==> src/rtl/irqv_pkg.sv <==
// Package irqv_pkg: shared constants for the interrupt vector controller.
// Source index 0 is reset, 1 is software, 2.. are hardware sources in
// falling priority. Assumes 16-bit addresses.
package irqv_pkg;
    localparam int NUM_HW  = 6;
    localparam int NUM_SRC = NUM_HW + 2;
    localparam int SEL_W   = $clog2(NUM_SRC);
    localparam int ADDR_W  = 16;
    localparam int STAT_W  = 16;

    localparam logic [SEL_W-1:0] SEL_RESET = '0;
    localparam logic [SEL_W-1:0] SEL_SWI   = SEL_W'(1);

    // Control bits that disable their source when set
    localparam logic [NUM_HW-1:0] CTRL_ACTIVE_LOW = 6'b010001;

    typedef logic [ADDR_W-1:0] addr_t;

    // Vector address for each source index
    function automatic addr_t vector_of(input logic [SEL_W-1:0] idx);
        case (idx)
            3'd0:    return 16'hFFFE;
            3'd1:    return 16'hFFFC;
            3'd2:    return 16'hFFFA;
            3'd3:    return 16'hFFF6;
            3'd4:    return 16'hFFF4;
            3'd5:    return 16'hFFF2;
            3'd6:    return 16'hFFE0;
            default: return 16'hFFDE;
        endcase
    endfunction

    // Status-word bit position for each hardware flag
    function automatic int status_pos(input int hw);
        case (hw)
            0:       return 1;
            1:       return 3;
            2:       return 4;
            3:       return 5;
            4:       return 14;
            default: return 15;
        endcase
    endfunction
endpackage

==> src/rtl/irqv_gate.sv <==
// Module irqv_gate: qualifies each hardware flag with its local control bit
// (per-bit polarity from a parameter) and with the global mask.
// Assumes all inputs are synchronous to the consumer's clock.
module irqv_gate #(
    parameter int                NUM_HW     = 6,
    parameter logic [NUM_HW-1:0] ACTIVE_LOW = '0
) (
    input  logic [NUM_HW-1:0] flag,
    input  logic [NUM_HW-1:0] ctrl,
    input  logic              gmask,
    output logic [NUM_HW-1:0] req
);
    for (genvar g = 0; g < NUM_HW; g++) begin : g_src
        logic en;
        if (ACTIVE_LOW[g]) begin : g_low
            assign en = ~ctrl[g];   // control bit set means disabled
        end else begin : g_high
            assign en = ctrl[g];    // control bit set means enabled
        end
        assign req[g] = flag[g] & en & ~gmask;
    end
endmodule

==> src/rtl/irqv_prio.sv <==
// Module irqv_prio: fixed-priority encoder, lowest index wins.
// Assumes req is a plain level vector; result is combinational.
module irqv_prio #(
    parameter int N     = 8,
    parameter int IDX_W = $clog2(N)
) (
    input  logic [N-1:0]     req,
    output logic             found,
    output logic [IDX_W-1:0] idx
);
    // Scan from lowest priority upward so the lowest index overrides
    always_comb begin
        found = 1'b0;
        idx   = '0;
        for (int i = N - 1; i >= 0; i--) begin
            if (req[i]) begin
                found = 1'b1;
                idx   = IDX_W'(i);
            end
        end
    end
endmodule

==> src/rtl/irqv_status.sv <==
// Module irqv_status: scatters raw hardware flags into a sparse status word.
// Positions come from the package; unused bits are tied to zero.
module irqv_status
    import irqv_pkg::*;
(
    input  logic [NUM_HW-1:0] flag,
    output logic [STAT_W-1:0] status
);
    logic [NUM_HW-1:0][STAT_W-1:0] part;

    for (genvar g = 0; g < NUM_HW; g++) begin : g_map
        assign part[g] = STAT_W'(flag[g]) << status_pos(g);
    end

    // Merge all placed flags
    always_comb begin
        status = '0;
        for (int i = 0; i < NUM_HW; i++) status = status | part[i];
    end
endmodule

==> src/rtl/irqv_top.sv <==
// Module irqv_top: interrupt arbiter and vector holder.
// Arbitrates at instruction boundaries, holds the winner until ack,
// owns the global mask and latches software requests.
// Assumes ack arrives only while take_valid is high.
module irqv_top
    import irqv_pkg::*;
(
    input  logic              clk,
    input  logic              rst_n,
    input  logic              reset_req,
    input  logic              swi_req,
    input  logic [5:0]        hw_flag,
    input  logic [5:0]        hw_ctrl,
    input  logic              cli,
    input  logic              boundary,
    input  logic [15:0]       pc,
    input  logic              ack,
    output logic              take_valid,
    output logic [15:0]       vector,
    output logic [15:0]       ret_addr,
    output logic              i_mask,
    output logic [15:0]       status
);
    logic [NUM_HW-1:0]  hw_req;
    logic [NUM_SRC-1:0] all_req;
    logic               found;
    logic [SEL_W-1:0]   win;
    logic [SEL_W-1:0]   sel_q;
    logic               swi_pend;
    logic               swi_live;
    logic               done;

    assign swi_live = swi_pend | swi_req;
    assign done     = take_valid & ack;
    assign all_req  = {hw_req, swi_live, reset_req};

    irqv_gate #(.NUM_HW(NUM_HW), .ACTIVE_LOW(CTRL_ACTIVE_LOW)) u_gate (
        .flag(hw_flag), .ctrl(hw_ctrl), .gmask(i_mask), .req(hw_req)
    );

    irqv_prio #(.N(NUM_SRC), .IDX_W(SEL_W)) u_prio (
        .req(all_req), .found(found), .idx(win)
    );

    irqv_status u_status (.flag(hw_flag), .status(status));

    // Remember software requests until their vector is acknowledged
    always_ff @(posedge clk) begin
        if (!rst_n)
            swi_pend <= 1'b0;
        else
            swi_pend <= swi_req | (swi_pend & ~(done & (sel_q == SEL_SWI)));
    end

    // Arbitration, hold and global-mask control
    always_ff @(posedge clk) begin
        if (!rst_n) begin
            take_valid <= 1'b0;
            sel_q      <= SEL_RESET;
            vector     <= '0;
            ret_addr   <= '0;
            i_mask     <= 1'b1;
        end else if (reset_req) begin
            take_valid <= 1'b1;
            sel_q      <= SEL_RESET;
            vector     <= vector_of(SEL_RESET);
            ret_addr   <= '0;
            i_mask     <= 1'b1;
        end else begin
            if (done && sel_q != SEL_RESET) i_mask <= 1'b1;
            else if (cli)                   i_mask <= 1'b0;

            if (done) begin
                take_valid <= 1'b0;
            end else if (!take_valid && boundary && found) begin
                take_valid <= 1'b1;
                sel_q      <= win;
                vector     <= vector_of(win);
                ret_addr   <= (win == SEL_SWI) ? pc : pc - 16'd1;
            end
        end
    end

    // reset request always yields the reset vector with mask set
    a_r1_reset_taken: assert property (@(posedge clk) disable iff (!rst_n)
        reset_req |=> (take_valid && vector == 16'hFFFE && i_mask));

    // held results do not move until acknowledged
    a_r7_hold_stable: assert property (@(posedge clk) disable iff (!rst_n)
        (take_valid && !ack && !reset_req) |=>
            (take_valid && $stable(vector) && $stable(ret_addr)));

    // no take without a boundary
    a_r7_no_boundary: assert property (@(posedge clk) disable iff (!rst_n)
        (!take_valid && !boundary && !reset_req) |=> !take_valid);

    // acknowledging a non-reset interrupt leaves the mask set
    a_r8_mask_on_ack: assert property (@(posedge clk) disable iff (!rst_n)
        (done && sel_q != SEL_RESET && !reset_req) |=> i_mask);

    // with mask set and no software or reset request, nothing is taken
    a_r4_masked_idle: assert property (@(posedge clk) disable iff (!rst_n)
        (!take_valid && i_mask && !swi_live && !reset_req) |=> !take_valid);
endmodule

==> config.mk <==
export PLATFORM = sky130hd
export DESIGN_NAME = irqv_top
export DESIGN_NICKNAME = d
export VERILOG_FILES = /design/src/rtl/irqv_pkg.sv /design/src/rtl/irqv_gate.sv /design/src/rtl/irqv_prio.sv /design/src/rtl/irqv_status.sv /design/src/rtl/irqv_top.sv
export SDC_FILE = /design/constraint.sdc
export NUM_CORES = 1
export LEC_CHECK = 0
export BUFFER_PORTS_ARGS = -buffer_cell sky130_fd_sc_hd__buf_2
export CORE_MARGIN = 3
export CORE_UTILIZATION = 46
export DETAILED_ROUTE_END_ITERATION = 12
export GPL_TIMING_DRIVEN = 0
export PLACE_DENSITY = 0.8
export SYNTH_ARGS = -nofsm -noshare
export SYNTH_HDL_FRONTEND = slang
export SYNTH_SLANG_ARGS = --single-unit
export TNS_END_PERCENT = 1
==> constraint.sdc <==
create_clock -name clk -period 2.1 [get_ports clk]
set_input_delay 0.42 -clock clk [delete_from_list [all_inputs] [get_ports clk]]
set_output_delay 0.42 -clock clk [all_outputs]
set_load 0.01 [all_outputs]
==> results.tsv, run 1 <==
metric	value	unit
busiest_layer	met2	
synth_area_leaders	dfxtp_1 (33%), buf_4 (11%), a21oi_1 (6.2%), o21ai_0 (5.0%), xnor2_1 (4.6%)	
syn_inst	209	
required	2.31	ns
via_per_inst	5.13	
start_util	49.6	%
drt_iter0_markers	80	
io_buffers	71	
yosysMostFrequentCell	dfxtp_1	
synth_common_cells	dfxtp_1 (28), buf_4 (26), a21oi_1 (21), o21ai_0 (17), nor2_1 (14)	
post_cts_resized	0	
cts_tree	yes	
die_x	66.9	µm
die_y	66.9	µm
clockBufferDepth	2	
grt_usage	19.1	%
cts_buffers	3	
critPathMaxStageDelay	0.35	ns
rsz0062_at_grt	false	
final_nets	331	
cts_setup_buffers	0	
hold_violations	0	
syn-cell-area	0.00171	mm²
dr.pass1.iters	4	
use_met2	31.1	%
dp.cells	336	
met1_usage	25.6	%
cts_root_buf	clkbuf_8	
synth-edff-count	0	
io-pin-count	85	
drc_errors	0	
grt_pass1_wl	6560	µm
syn_area_per_cell	8.17	µm²
finalMaxSlewViolations	0	
cp_num_buf_inv	3	
setup_violations	0	
grtUsageMet3	5.06	%
core_area	0.00344	mm²
ir_drop	0.399	mV
final_antenna_net_count	0	
gp_congestion	0.823	
min_period	1.89	ns
grt_max_degree	15	
holdWs	0.333	ns
yosys_warnings	0	
arrival	2.10	ns
skew	0.00161	ns
critPathSlowestCell	clkbuf_1	
wl_per_cell	12.2	µm
cap_violations	0	
cts_sinks	28	
seq_area_frac_synth	32.8	%
synthArstFlopShare	0	%
hp-class	in -> reg	
outcome	completed	
path_max_fanout	10	
pre_cts_ws	-0.210	ns
drive_gt1_share	37.5	%
ys_ff_latch	28	
yosysTopAreaCell	dfxtp_1	
gr-total-overflow	0	
postCtsHoldBufs	0	
worstPathCellList	clkbuf_1 > nor3_4 > a21oi_1 > o31a_1 > buf_2 > clkbuf_1 > o21ai_0 > a21oi_1	
fin_ws	0.208	ns
vias	1738	
start_kind	input port	
h-tree-depth	1	
rows	21	
path_clk_slew	0.08	ns
antenna_found_initial	0	
synthDistinctLibCells	47	
p_leak	0.00101	µW
fmax	529	MHz
synth_top_area_share	32.8	%
clk_latency	0.27	ns
min_period_over_period	90.1	%
synthFlopType	dfxtp_1	
reg2reg_slack	0.22	ns
hpwl	3280	µm
endpoint_kind	flip-flop	
drt_wl_total	4130	µm
syn_to_final_growth	29.5	%
grt_pass1_vias	1444	
worstSetupPathType	in -> reg	
fin_cells	339	
critPathTopFamily	buffers and inverters	
die_area	0.00448	mm²
n_antenna_cell	0	
power.density	528	mW/mm²
-- report_power, final --
part           switching [µW]  internal, µW
sequential               19.0           558
combinational             165           142
clock                     155           129
total                     339           829
-- registers in the layout, summed over array words and instances (netlist names) --
signal	cells
i_mask	1
ret_addr	16
sel_q	3
swi_pend	1
take_valid	1
vector	6
-- per-stage QoR --
| stage | power (µW) | setup TNS, ns | instance area [µm²] | utilization [%] |
|---|---|---|---|---|
| 2_1_floorplan | 776 | 0 | 1740 | - |
| 3_3_place_gp | 889 | -2.32 | 2160 | 62.7 |
| 3_5_place_dp | 893 | -2.98 | 2160 | 62.7 |
| 4_1_cts | 1170 | 0 | 2200 | 63.9 |
| 5_1_grt | 1230 | 0 | 2210 | 64.2 |
| 6_report | 1170 | 0 | 2210 | 64.2 |
-- layout make-up --
class                      instances  area (µm²)
fill                             316        1230
multi-input combinational        152         948
sequential                        28         561
timing repair buffer              71         355
buffer                            35         233
tap                               46        57.6
clock buffer                       3        41.3
inverter                           4        15.0
-- layout by cell type (no fill, tap or decap), types with 3 or more instances in the layout --
cell,count
a21oi_1,21
and2_1,3
buf_2,73
buf_4,26
clkbuf_1,6
clkbuf_8,3
conb_1,11
dfxtp_1,28
inv_1,4
nand2_1,11
nand2b_1,5
nor2_1,14
nor3_1,7
o21ai_0,17
o31a_1,5
o31ai_1,4
or3_1,3
xnor2_1,9
xor2_1,3
-- per-layer routing --
layer	wire (µm)	share of wire (%)	vias to the layer above
li1	-	-	886
met1	1890	46	790
met2	1870	45	58
met3	340	8.2	4
met4	27	0.65	0
met5	0	0	-
-- worst paths after layout --
kind                                  from                       end  cells after the start
setup / recovery                 reset_req  ret_addr[0]$_SDFFE_PP0P_                      8
hold / removal                         cli       i_mask$_SDFFE_PP1P_                      2
setup reg to reg       swi_pend$_SDFF_PN0_  ret_addr[0]$_SDFFE_PP0P_                      7
hold reg to reg   ret_addr[0]$_SDFFE_PP0P_  ret_addr[0]$_SDFFE_PP0P_                      2
-- logic make-up (layout without fill, tap and decap cells) --
family / after synthesis / after routing / synth area share, %
other: 1 / 11 / 0.220
DFF: 28 / 28 / 32.8
xor gates and xnor gates: 12 / 12 / 6.16
and+or+nand+nor: 61 / 61 / 20.2
adders and majority gates: 1 / 1 / 0.733
buffers and inverters: 39 / 113 / 14.4
AOI/OAI and AO/OA: 67 / 67 / 25.4
No activity file was read; power rests on OpenSTA's default activity.
==> run 2: changes to the inputs <==
Settings changed: CORE_ASPECT_RATIO set to 0.5, SYNTH_HIERARCHICAL set to 1.
==> results.tsv, run 2 <==
metric	value	unit	change
outcome	complete, but fails checks		
violations	negative setup slack		
die_y	49.3	µm	-26%
yosysMostFrequentCell	dfxtp_1		
grt_pass1_vias	1590		+10%
yosysTopAreaCell	dfxtp_1		
wl_met1	1860	µm	-1.4%
die_x	92.6	µm	+38%
vias	1774		+2.1%
fin_area	0.00244	mm²	+10%
grt_usage	18.8	%	-0.24 points
holdWs	0.404	ns	+0.0712 ns
routed.top_layer	met4		
synthArstFlopShare	0	%	unchanged
ys_ff_latch	28		unchanged
synth_top_area_share	32.5	%	-0.31 points
cts_sinks	28		unchanged
tns	-0.967	ns	-0.967 ns
largest_reg_flops	16		unchanged
clk_latency	0.28	ns	about the same
drt_iter0_markers	92		+15%
power.density	519	mW/mm²	-1.7%
start_util	49.1	%	-0.49 points
grt_pass1_wl	7090	µm	+8.1%
synth-edff-count	0		unchanged
grt_max_degree	16		+1
arrival	2.45	ns	+0.35 ns
syn-cell-area	0.00172	mm²	+0.95%
cap_violations	0		unchanged
min_period_over_period	108	%	+18 points
cts_tree	yes		
wl_per_cell	12.7	µm	+4.2%
fmax	439	MHz	-17%
ir_drop	0.380	mV	-4.9%
top_register	ret_addr		
n_antenna_cell	0		unchanged
start_kind	flip-flop		
cts_buffers	3		unchanged
min_period	2.28	ns	+0.386 ns
hpwl	3290	µm	about the same
top_regs	ret_addr x16, vector x6, sel_q x3		
final_antenna_net_count	0		unchanged
min_path_cells	3		+1
drt_wl_total	4580	µm	+11%
synth_common_cells	dfxtp_1 (28), buf_4 (26), a21oi_1 (21), nand2_1 (20), o21ai_0 (17)		
final_nets	347		+4.8%
mostFrequentLayoutCells	buf_2 (73), buf_4 (38), dfxtp_1 (27)		
seq_area_frac_synth	32.5	%	-0.31 points
endpoint_kind	flip-flop		
synth_area_leaders	dfxtp_1 (33%), buf_4 (11%), a21oi_1 (6.1%), o21ai_0 (4.9%), nand2_1 (4.4%)		
synthDistinctLibCells	41		-13%
syn_inst	215		+2.9%
fin_ws	-0.177	ns	-0.386 ns
gp_congestion	0.806		-2.1%
dr.pass1.iters	4		unchanged
skew	0.00566	ns	+0.00404 ns
yosys_warnings	6		+6
fin_cells	361		+6.5%
postCtsHoldBufs	0		unchanged
via_per_inst	4.91		-4.1%
io-pin-count	85		unchanged
route.met2.wl	2380	µm	+27%
drc_errors	0		unchanged
hold_violations	0		unchanged
required	2.27	ns	-0.04 ns
path_clk_slew	0.10	ns	+0.02 ns
antenna_found_initial	0		unchanged
hp-class	in -> reg		
syn_area_per_cell	8.01	µm²	-1.9%
met3WireLength	284	µm	-16%
synthFlopType	dfxtp_1		
rsz0062_at_grt	true		
h-tree-depth	1		unchanged
finalMaxSlewViolations	0		unchanged
dp.cells	347		+3.3%
die_area	0.00456	mm²	+1.9%
clockBufferDepth	2		unchanged
setup_violations	12		+12
syn_to_final_growth	41.6	%	
gr-total-overflow	0		unchanged
drive_gt1_share	45.2	%	+7.6 points
cts_root_buf	clkbuf_8		
rows	15		-29%
pre_cts_ws	-0.412	ns	-0.202 ns
place_area	0.00222	mm²	+2.8%
io_buffers	72		+1.4%
layout_commonest_cell	buf_2		
path_max_fanout	8		-2
p_leak	0.00114	µW	+13%
worstSetupPathType	reg -> reg		
rr_worst_depth	10		+3
core_area	0.00351	mm²	+2.0%
-- run 2: cell type report --
type	count	area, µm²
inverters	5	18.8
well taps	51	63.8
repair buffers	83	443
fillers	279	1070
clock buffers	4	55.1
plain buffers	36	250
flip-flops and latches	28	564
multi-input cells	154	1040
-- run 2: metal layers --
metal  vias to the layer above  global-route usage (%)
met5                         -                       0
met4                         0                    3.94
met3                        10                    4.78
met2                        55                    35.4
met1                       816                    21.6
li1                        893                       -
-- run 2: critical path, stage by stage, from the launching register on --
cell and delay, ns:
dfxtp_4 0.39, and3b_2 0.29, a21oi_1 0.09, o41ai_2 0.21, buf_4 0.21, or3b_4 0.39, buf_6 0.15, nand2b_4 0.10
buf_4 0.12, xor2_1 0.15, a21oi_1 0.08
-- run 2: logic make-up (layout without fill, tap and decap cells) --
kind of cell / Yosys count / count (layout) / share of synthesized area [%]
buffers and inverters: 42 / 128 / 15.0
xor gates and xnor gates: 14 / 14 / 7.12
other: 2 / 11 / 0.436
adders and majority gates: 1 / 1 / 0.726
and+or+nand+nor: 74 / 74 / 25.9
DFF: 28 / 28 / 32.5
AOI/OAI and AO/OA: 54 / 54 / 18.3
-- run 2: path summary, 6_finish.rpt --
path,endpoint,from,slack [ns]
max,ret_addr[4]$_SDFFE_PP0P_,i_mask$_SDFFE_PP1P_,-0.18
min,swi_pend$_SDFF_PN0_,swi_req,0.40
max reg2reg,ret_addr[4]$_SDFFE_PP0P_,i_mask$_SDFFE_PP1P_,-0.18
min reg2reg,ret_addr[1]$_SDFFE_PP0P_,ret_addr[1]$_SDFFE_PP0P_,0.46
-- run 2: metrics by stage --
| step | total power [µW] | utilization [%] |
|---|---|---|
| after floorplan | 786 | - |
| after global placement | 896 | 63.2 |
| after detailed placement | 906 | 63.2 |
| after CTS | 1250 | 66.8 |
| after global routing | 1330 | 69.5 |
| final | 1270 | 69.5 |
-- run 2: repair_timing --
action	4_1_cts	5_1_grt
pin swaps	4	16
setup endpoints to repair	15	25
setup buffers	3	8
gates resized for setup	13	17
-- run 2: report_power, final --
group	total, µW	internal [µW]	switching (µW)
combinational	352	170	182
clock	337	168	169
sequential	579	558	21.2
